## src/rtl/cal_seq_pkg.sv

```systemverilog
`timescale 1ns/1ps
package cal_seq_pkg;

  typedef enum logic [1:0] {
    ST_IDLE = 2'd0,
    ST_CAL  = 2'd1,
    ST_CONV = 2'd2
  } cal_state_e;

  typedef struct packed {
    logic is_cal;
    logic is_fs;
    logic is_self;
  } cal_cmd_t;

  localparam logic [2:0] MODE_NORMAL = 3'b000;

  // bit1: calibration code, bit0: gain point, bit2: internal reference
  function automatic cal_cmd_t decode_mode(input logic [2:0] code);
    cal_cmd_t c;
    c.is_cal  = code[1];
    c.is_fs   = code[0];
    c.is_self = code[2];
    return c;
  endfunction

endpackage

```

## src/rtl/cal_rst_sync.sv

```systemverilog
`timescale 1ns/1ps
module cal_rst_sync (
  input  logic clk,
  input  logic rst_n,
  output logic rst_sync_n
);
  logic [1:0] sh_q;

  always_ff @(posedge clk or negedge rst_n) begin
    if (!rst_n) sh_q <= 2'b00;
    else        sh_q <= {sh_q[0], 1'b1};
  end

  assign rst_sync_n = sh_q[1];
endmodule

```

## src/rtl/cal_period_timer.sv

```systemverilog
`timescale 1ns/1ps
module cal_period_timer #(
  parameter int CW = 2
) (
  input  logic          clk,
  input  logic          rst_n,
  input  logic          clear,
  input  logic          tick,
  input  logic [CW-1:0] target,
  output logic          last
);
  logic [CW-1:0] cnt_q, cnt_d;

  always_comb begin
    last  = tick && (cnt_q == target - CW'(1));
    cnt_d = cnt_q;
    if (clear)     cnt_d = '0;
    else if (last) cnt_d = '0;
    else if (tick) cnt_d = cnt_q + CW'(1);
  end

  always_ff @(posedge clk or negedge rst_n) begin
    if (!rst_n) cnt_q <= '0;
    else        cnt_q <= cnt_d;
  end
endmodule

```

## src/rtl/cal_drdy_ctrl.sv

```systemverilog
`timescale 1ns/1ps
module cal_drdy_ctrl (
  input  logic clk,
  input  logic rst_n,
  input  logic arm,
  input  logic word_ready,
  input  logic mod_tick,
  output logic drdy_n
);
  logic pend_q, pend_d;
  logic rdy_q, rdy_d;

  always_comb begin
    pend_d = pend_q;
    rdy_d  = rdy_q;
    if (word_ready) begin
      rdy_d  = 1'b0;
      pend_d = 1'b0;
    end else if (pend_q && mod_tick) begin
      rdy_d  = 1'b1;
      pend_d = 1'b0;
    end
    if (arm) pend_d = 1'b1;
  end

  always_ff @(posedge clk or negedge rst_n) begin
    if (!rst_n) begin
      pend_q <= 1'b0;
      rdy_q  <= 1'b1;
    end else begin
      pend_q <= pend_d;
      rdy_q  <= rdy_d;
    end
  end

  assign drdy_n = rdy_q;
endmodule

```

## src/rtl/cal_coef_bank.sv

```systemverilog
`timescale 1ns/1ps
module cal_coef_bank #(
  parameter int DW = 24
) (
  input  logic          clk,
  input  logic          rst_n,
  input  logic          cap_zs,
  input  logic          cap_fs,
  input  logic [DW-1:0] din,
  output logic [DW-1:0] zs_coef,
  output logic [DW-1:0] fs_coef,
  output logic          zs_valid
);
  localparam int NSLOT = 2;

  logic [NSLOT-1:0] cap;
  logic             valid_q;

  assign cap = {cap_fs, cap_zs};

  for (genvar i = 0; i < NSLOT; i++) begin : g_slot
    logic [DW-1:0] q;
    always_ff @(posedge clk or negedge rst_n) begin
      if (!rst_n)      q <= '0;
      else if (cap[i]) q <= din;
    end
  end

  always_ff @(posedge clk or negedge rst_n) begin
    if (!rst_n)      valid_q <= 1'b0;
    else if (cap_zs) valid_q <= 1'b1;
  end

  assign zs_coef  = g_slot[0].q;
  assign fs_coef  = g_slot[1].q;
  assign zs_valid = valid_q;
endmodule

```

## src/rtl/cal_seq_ctrl.sv

```systemverilog
`timescale 1ns/1ps
module cal_seq_ctrl
  import cal_seq_pkg::*;
#(
  parameter int DW                = 24,
  parameter int CAL_PERIODS       = 3,
  parameter int SELF_CONV_PERIODS = 3,
  parameter int SYS_CONV_PERIODS  = 1
) (
  input  logic          clk,
  input  logic          rst_n,
  input  logic          mode_wr,
  input  logic [2:0]    mode_wdata,
  input  logic          mod_tick,
  input  logic          rate_tick,
  input  logic [DW-1:0] meas_in,
  output logic [2:0]    mode_rd,
  output logic          drdy_n,
  output logic [DW-1:0] data_out,
  output logic [DW-1:0] zs_coef,
  output logic [DW-1:0] fs_coef,
  output logic          zs_valid,
  output logic          cal_err
);
  localparam int MAX_A = (CAL_PERIODS > SELF_CONV_PERIODS) ? CAL_PERIODS : SELF_CONV_PERIODS;
  localparam int MAX_P = (MAX_A > SYS_CONV_PERIODS) ? MAX_A : SYS_CONV_PERIODS;
  localparam int CW    = $clog2(MAX_P + 1);

  logic       rst_i_n;
  cal_state_e state_q, state_d;
  logic [2:0] mode_q, mode_d;
  logic       self_q, self_d;
  logic       fs_q, fs_d;
  logic       err_q, err_d;
  logic [DW-1:0] data_q;

  cal_cmd_t   cmd;
  logic       accept, refuse, start, plain;
  logic       tmr_last, tmr_tick;
  logic       cal_done, conv_done, norm_conv, word_ready;
  logic       cap_zs, cap_fs;
  logic [CW-1:0] tgt;

  cal_rst_sync u_rst (
    .clk        (clk),
    .rst_n      (rst_n),
    .rst_sync_n (rst_i_n)
  );

  // command qualification and phase events
  always_comb begin
    cmd        = decode_mode(mode_wdata);
    accept     = mode_wr && (state_q != ST_CAL);
    refuse     = accept && cmd.is_cal && cmd.is_fs && !zs_valid;
    start      = accept && cmd.is_cal && !refuse;
    plain      = accept && !cmd.is_cal;
    cal_done   = (state_q == ST_CAL) && tmr_last;
    conv_done  = (state_q == ST_CONV) && tmr_last && !start;
    norm_conv  = (state_q == ST_IDLE) && (mode_q == MODE_NORMAL) && rate_tick && !accept;
    word_ready = conv_done || norm_conv;
    cap_zs     = cal_done && !fs_q;
    cap_fs     = cal_done && fs_q;
    tmr_tick   = rate_tick && (state_q != ST_IDLE);
    if (state_q == ST_CAL) tgt = CW'(CAL_PERIODS);
    else if (self_q)       tgt = CW'(SELF_CONV_PERIODS);
    else                   tgt = CW'(SYS_CONV_PERIODS);
  end

  // next state
  always_comb begin
    state_d = state_q;
    mode_d  = mode_q;
    self_d  = self_q;
    fs_d    = fs_q;
    err_d   = err_q;
    if (start) begin
      state_d = ST_CAL;
      mode_d  = mode_wdata;
      self_d  = cmd.is_self;
      fs_d    = cmd.is_fs;
    end else begin
      if (cal_done) begin
        state_d = ST_CONV;
        mode_d  = MODE_NORMAL;
      end else if (conv_done) begin
        state_d = ST_IDLE;
      end
      if (plain) mode_d = mode_wdata;
      if (refuse) begin
        mode_d = MODE_NORMAL;
        err_d  = 1'b1;
      end
    end
  end

  always_ff @(posedge clk or negedge rst_i_n) begin
    if (!rst_i_n) begin
      state_q <= ST_IDLE;
      mode_q  <= MODE_NORMAL;
      self_q  <= 1'b0;
      fs_q    <= 1'b0;
      err_q   <= 1'b0;
    end else begin
      state_q <= state_d;
      mode_q  <= mode_d;
      self_q  <= self_d;
      fs_q    <= fs_d;
      err_q   <= err_d;
    end
  end

  always_ff @(posedge clk or negedge rst_i_n) begin
    if (!rst_i_n)        data_q <= '0;
    else if (word_ready) data_q <= meas_in;
  end

  cal_period_timer #(.CW(CW)) u_tmr (
    .clk    (clk),
    .rst_n  (rst_i_n),
    .clear  (start),
    .tick   (tmr_tick),
    .target (tgt),
    .last   (tmr_last)
  );

  cal_drdy_ctrl u_rdy (
    .clk        (clk),
    .rst_n      (rst_i_n),
    .arm        (start),
    .word_ready (word_ready),
    .mod_tick   (mod_tick),
    .drdy_n     (drdy_n)
  );

  cal_coef_bank #(.DW(DW)) u_coef (
    .clk      (clk),
    .rst_n    (rst_i_n),
    .cap_zs   (cap_zs),
    .cap_fs   (cap_fs),
    .din      (meas_in),
    .zs_coef  (zs_coef),
    .fs_coef  (fs_coef),
    .zs_valid (zs_valid)
  );

  assign mode_rd  = mode_q;
  assign data_out = data_q;
  assign cal_err  = err_q;
endmodule

```

## config.mk

```make
export PLATFORM = sky130hd
export DESIGN_NAME = cal_seq_ctrl
export DESIGN_NICKNAME = d
export VERILOG_FILES = /design/src/rtl/cal_seq_pkg.sv /design/src/rtl/cal_rst_sync.sv /design/src/rtl/cal_period_timer.sv /design/src/rtl/cal_drdy_ctrl.sv /design/src/rtl/cal_coef_bank.sv /design/src/rtl/cal_seq_ctrl.sv
export SDC_FILE = /design/constraint.sdc
export NUM_CORES = 1
export LEC_CHECK = 0
export BUFFER_PORTS_ARGS = -buffer_cell sky130_fd_sc_hd__buf_2
export CORE_MARGIN = 2
export CORE_UTILIZATION = 40
export CTS_CLUSTER_DIAMETER = 150
export DETAILED_ROUTE_END_ITERATION = 7
export PLACE_DENSITY = 0.68
export SLEW_MARGIN = 20
export SYNTH_ARGS = -nofsm -noshare
export SYNTH_HDL_FRONTEND = slang
export SYNTH_SLANG_ARGS = --single-unit
export TNS_END_PERCENT = 30
```

## constraint.sdc

```tcl
create_clock -name clk -period 2.5 [get_ports clk]
set_input_delay 0.375 -clock clk [delete_from_list [all_inputs] [get_ports clk]]
set_output_delay 0.375 -clock clk [all_outputs]
set_load 0.1 [all_outputs]
```

==> metrics.txt <==
launch point of the worst path state_q[0]$_DFFE_PN0P_; cell type with the largest total area after synthesis sky130_fd_sc_hd__dfrtp_1; cell depth of the worst setup path 5; type of destination of the critical path flip-flop; Chip Height 97.0 um; routed wire length 7020 um; number of instances on the worst hold path 3; area of the mapped netlist 3460 um2; number of antenna diodes 0; via-per-instance ratio 4.81; core box area roughly 8300 um2; first-pass GRT wire length 12100 um; Clock Pin Slew Worst Setup and Hold Paths 0.09 ns; status completed; dpl ws 0.350 ns; Compound-Gate Fraction of Synth Area 0.0362; sequential element share of the synthesized area 0.630; number of buffers between clock root and the deepest sink 2; Final Critical Period around 2.2 ns; initial detailed-routing violation count 27; filler instances approximately 740; H-tree depth 3; routed length per instance 15.8 um; number of cell instances on the worst register-to-register path 5; first drt pass iteration count 4; number of placement rows 33; maximum number of pins on one net before global-route repair 46; final weighted congestion of routability-driven global placement 0.751; number of maximum-capacitance constraint violations 0; Finished Cell Area 4320 um2; required time of the critical path around 2.7 ns; CTS root buffer sky130_fd_sc_hd__clkbuf_8; number of enable-type register cells in the synthesized netlist 0; class of the tightest hold or removal check primary input to flip-flop; width of the chip 97.0 um; number of buffers inserted by hold repair at cts 1; slowest stage delay, CP 0.53 ns; count of yosys warnings during synthesis 0; kind of start point of the critical path flip-flop; Setup Viol. Count Final 0; final critical-path share of the clock period 0.867; fraction of layout cells with a size suffix above 1 0.631; net count of the mapped netlist 247; final hold violation count 0; top fanout value on the critical path 14; largest family of logic cells by synthesized area multiplexers; post-CTS sizing 0; via count of the first global-routing pass 2292; worst-path cell chain or4_1, or3_4, o21ai_4, buf_4, mux2_2; TritonCTS clock tree built; dominant cells by area after synthesis sky130_fd_sc_hd__dfrtp_1 62%, sky130_fd_sc_hd__mux2_2 18%, sky130_fd_sc_hd__mux2_4 8.3%; Placed Instance Area 4120 um2; remaining design rule violation count 0; adder-cell area share of the yosys netlist 0; via count of the routed design 2135; max-slew violation total from the final report 0; Detail Placement HPWL 5060 um; synthesized flop and latch total 87; Clock Latency Late Sink between 0.3 and 0.4 ns; Post-Synthesis Cells 215; count of different cell masters after synthesis 38; buffer and inverter count on the worst path 1; CP Class flip-flop to flip-flop; postcts setup bufs 0; Finished Core Util 0.521; Reg-to-Reg Start state_q[0]$_DFFE_PN0P_; normalized max-slew margin 0.636; number of nets in the layout 366; final-layout setup total negative slack 0 ns; ANT nets after route 0; area added between synthesis and finish 25.1%; portion of netlist area occupied by mux cells 0.259; XOR/XNOR Fraction of Synth Area 0.00253; clock skew after layout 0.0172 ns; post-synthesis simple-gate area fraction 0.0467; share of synthesized flip-flops with an asynchronous set or reset 1.00; I/O Buffers 109; leading register cell type out of synthesis sky130_fd_sc_hd__dfrtp_1; global route total overflow 0; antenna violations before repair 0; Synth Area per Inst 16.1 um2; # clock sinks 87; actual transition at the worst max-transition pin 0.545 ns; maximum clock rate 461 MHz; master of the slowest instance on the critical path sky130_fd_sc_hd__or4_1; cell family contributing the most delay on the critical path simple AND/OR/NAND/NOR gates; post-layout worst setup margin 0.332 ns; Hold Path Origin mod_tick; unrepaired setup endpoints after global routing false; Critical Path AT 2.39 ns; Die ar. 9400 um2; total routing usage reported by global routing 0.160; clock buffer count from CTS 9; num ports 110; initial core utilization 0.416; fraction of post-synthesis cell area in the top cell type by area 0.623
## worst paths after layout
path	to	slack (ns)
hold reg to reg	u_coef.zs_coef[2]$_DFFE_PN0P_	0.32
hold / removal	u_rdy.drdy_n$_DFFE_PN1P_	0.28
setup reg to reg	data_out[2]$_DFFE_PN0P_	0.33
max in group asynchronous	u_rdy.drdy_n$_DFFE_PN1P_	1.50
min in group asynchronous	u_coef.zs_coef[2]$_DFFE_PN0P_	0.32
setup / recovery	data_out[2]$_DFFE_PN0P_	0.33
## kinds of logic after synthesis
family                    count (synthesis)
other                                     1
AOI/OAI and AO/OA                        17
and+or+nand+nor                          25
xor gates and xnor gates                  1
DFF                                      87
buffers and inverters                    11
muxes                                    73
## cell type report
| cell class | instances | area [um2] | area share |
|---|---|---|---|
| clock inverters | 5 | 56.3 | 0.0130 |
| inverters | 2 | 7.51 | 0.00174 |
| flip-flops and latches | 87 | 2180 | 0.505 |
| well taps | 105 | 131 | 0.0304 |
| repair buffers | 117 | 621 | 0.144 |
| clock buffers | 11 | 131 | 0.0304 |
| multi-input cells | 117 | 1190 | 0.276 |
## registers in the layout, indices dropped and copies added (netlist names)
signal	count
data_out	24
u_coef.fs_coef	24
u_coef.zs_coef	24
mode_rd	3
state_q	2
u_rst.sh_q	2
u_tmr.cnt_q	2
cal_err	1
fs_q	1
self_q	1
u_coef.zs_valid	1
u_rdy.drdy_n	1
u_rdy.pend_q	1
## cells in the mapped netlist, types with 3 or more instances
cell / instances
sky130_fd_sc_hd__buf_2: 3
sky130_fd_sc_hd__o21ai_0: 5
sky130_fd_sc_hd__nand2b_1: 3
sky130_fd_sc_hd__mux2_4: 19
sky130_fd_sc_hd__dfrtp_1: 86
sky130_fd_sc_hd__mux2_2: 54
sky130_fd_sc_hd__nand2_1: 5
sky130_fd_sc_hd__a21oi_1: 4
## placed cells by master (no fill, tap or decap), drive strengths merged, types with 2 or more instances in the layout
| cell | n |
|---|---|
| nand2 | 5 |
| nor2 | 3 |
| nand2b | 3 |
| clkinv | 2 |
| mux2 | 73 |
| a41o | 2 |
| clkbuf | 11 |
| o21ai | 6 |
| inv | 3 |
| dfrtp | 86 |
| buf | 116 |
| a21oi | 4 |
| nand3 | 2 |
| or3 | 2 |
## per-stage QoR
step	instances	hold slack [ns]
floorplan	215	0.0794
global placement	427	0.161
detailed placement	427	0.166
CTS	444	0.260
global route	444	0.261
finish	444	0.282
## routing by layer
layer,vias to the layer above,wire length [um],GRT usage
met5,-,0,0
met4,0,96,0.0574
met3,6,354,0.0491
met2,63,3480,0.254
met1,1067,3090,0.208
li1,999,-,-
## tightest hold or removal path: cells and delay by family
family          cells  cell delay (ns)
buf+inv             1             0.09
simple gates        1             0.08
compound gates      1             0.05
Power is not shown: default switching activity piles up to over one toggle a cycle in this logic, so the estimate is an artifact.
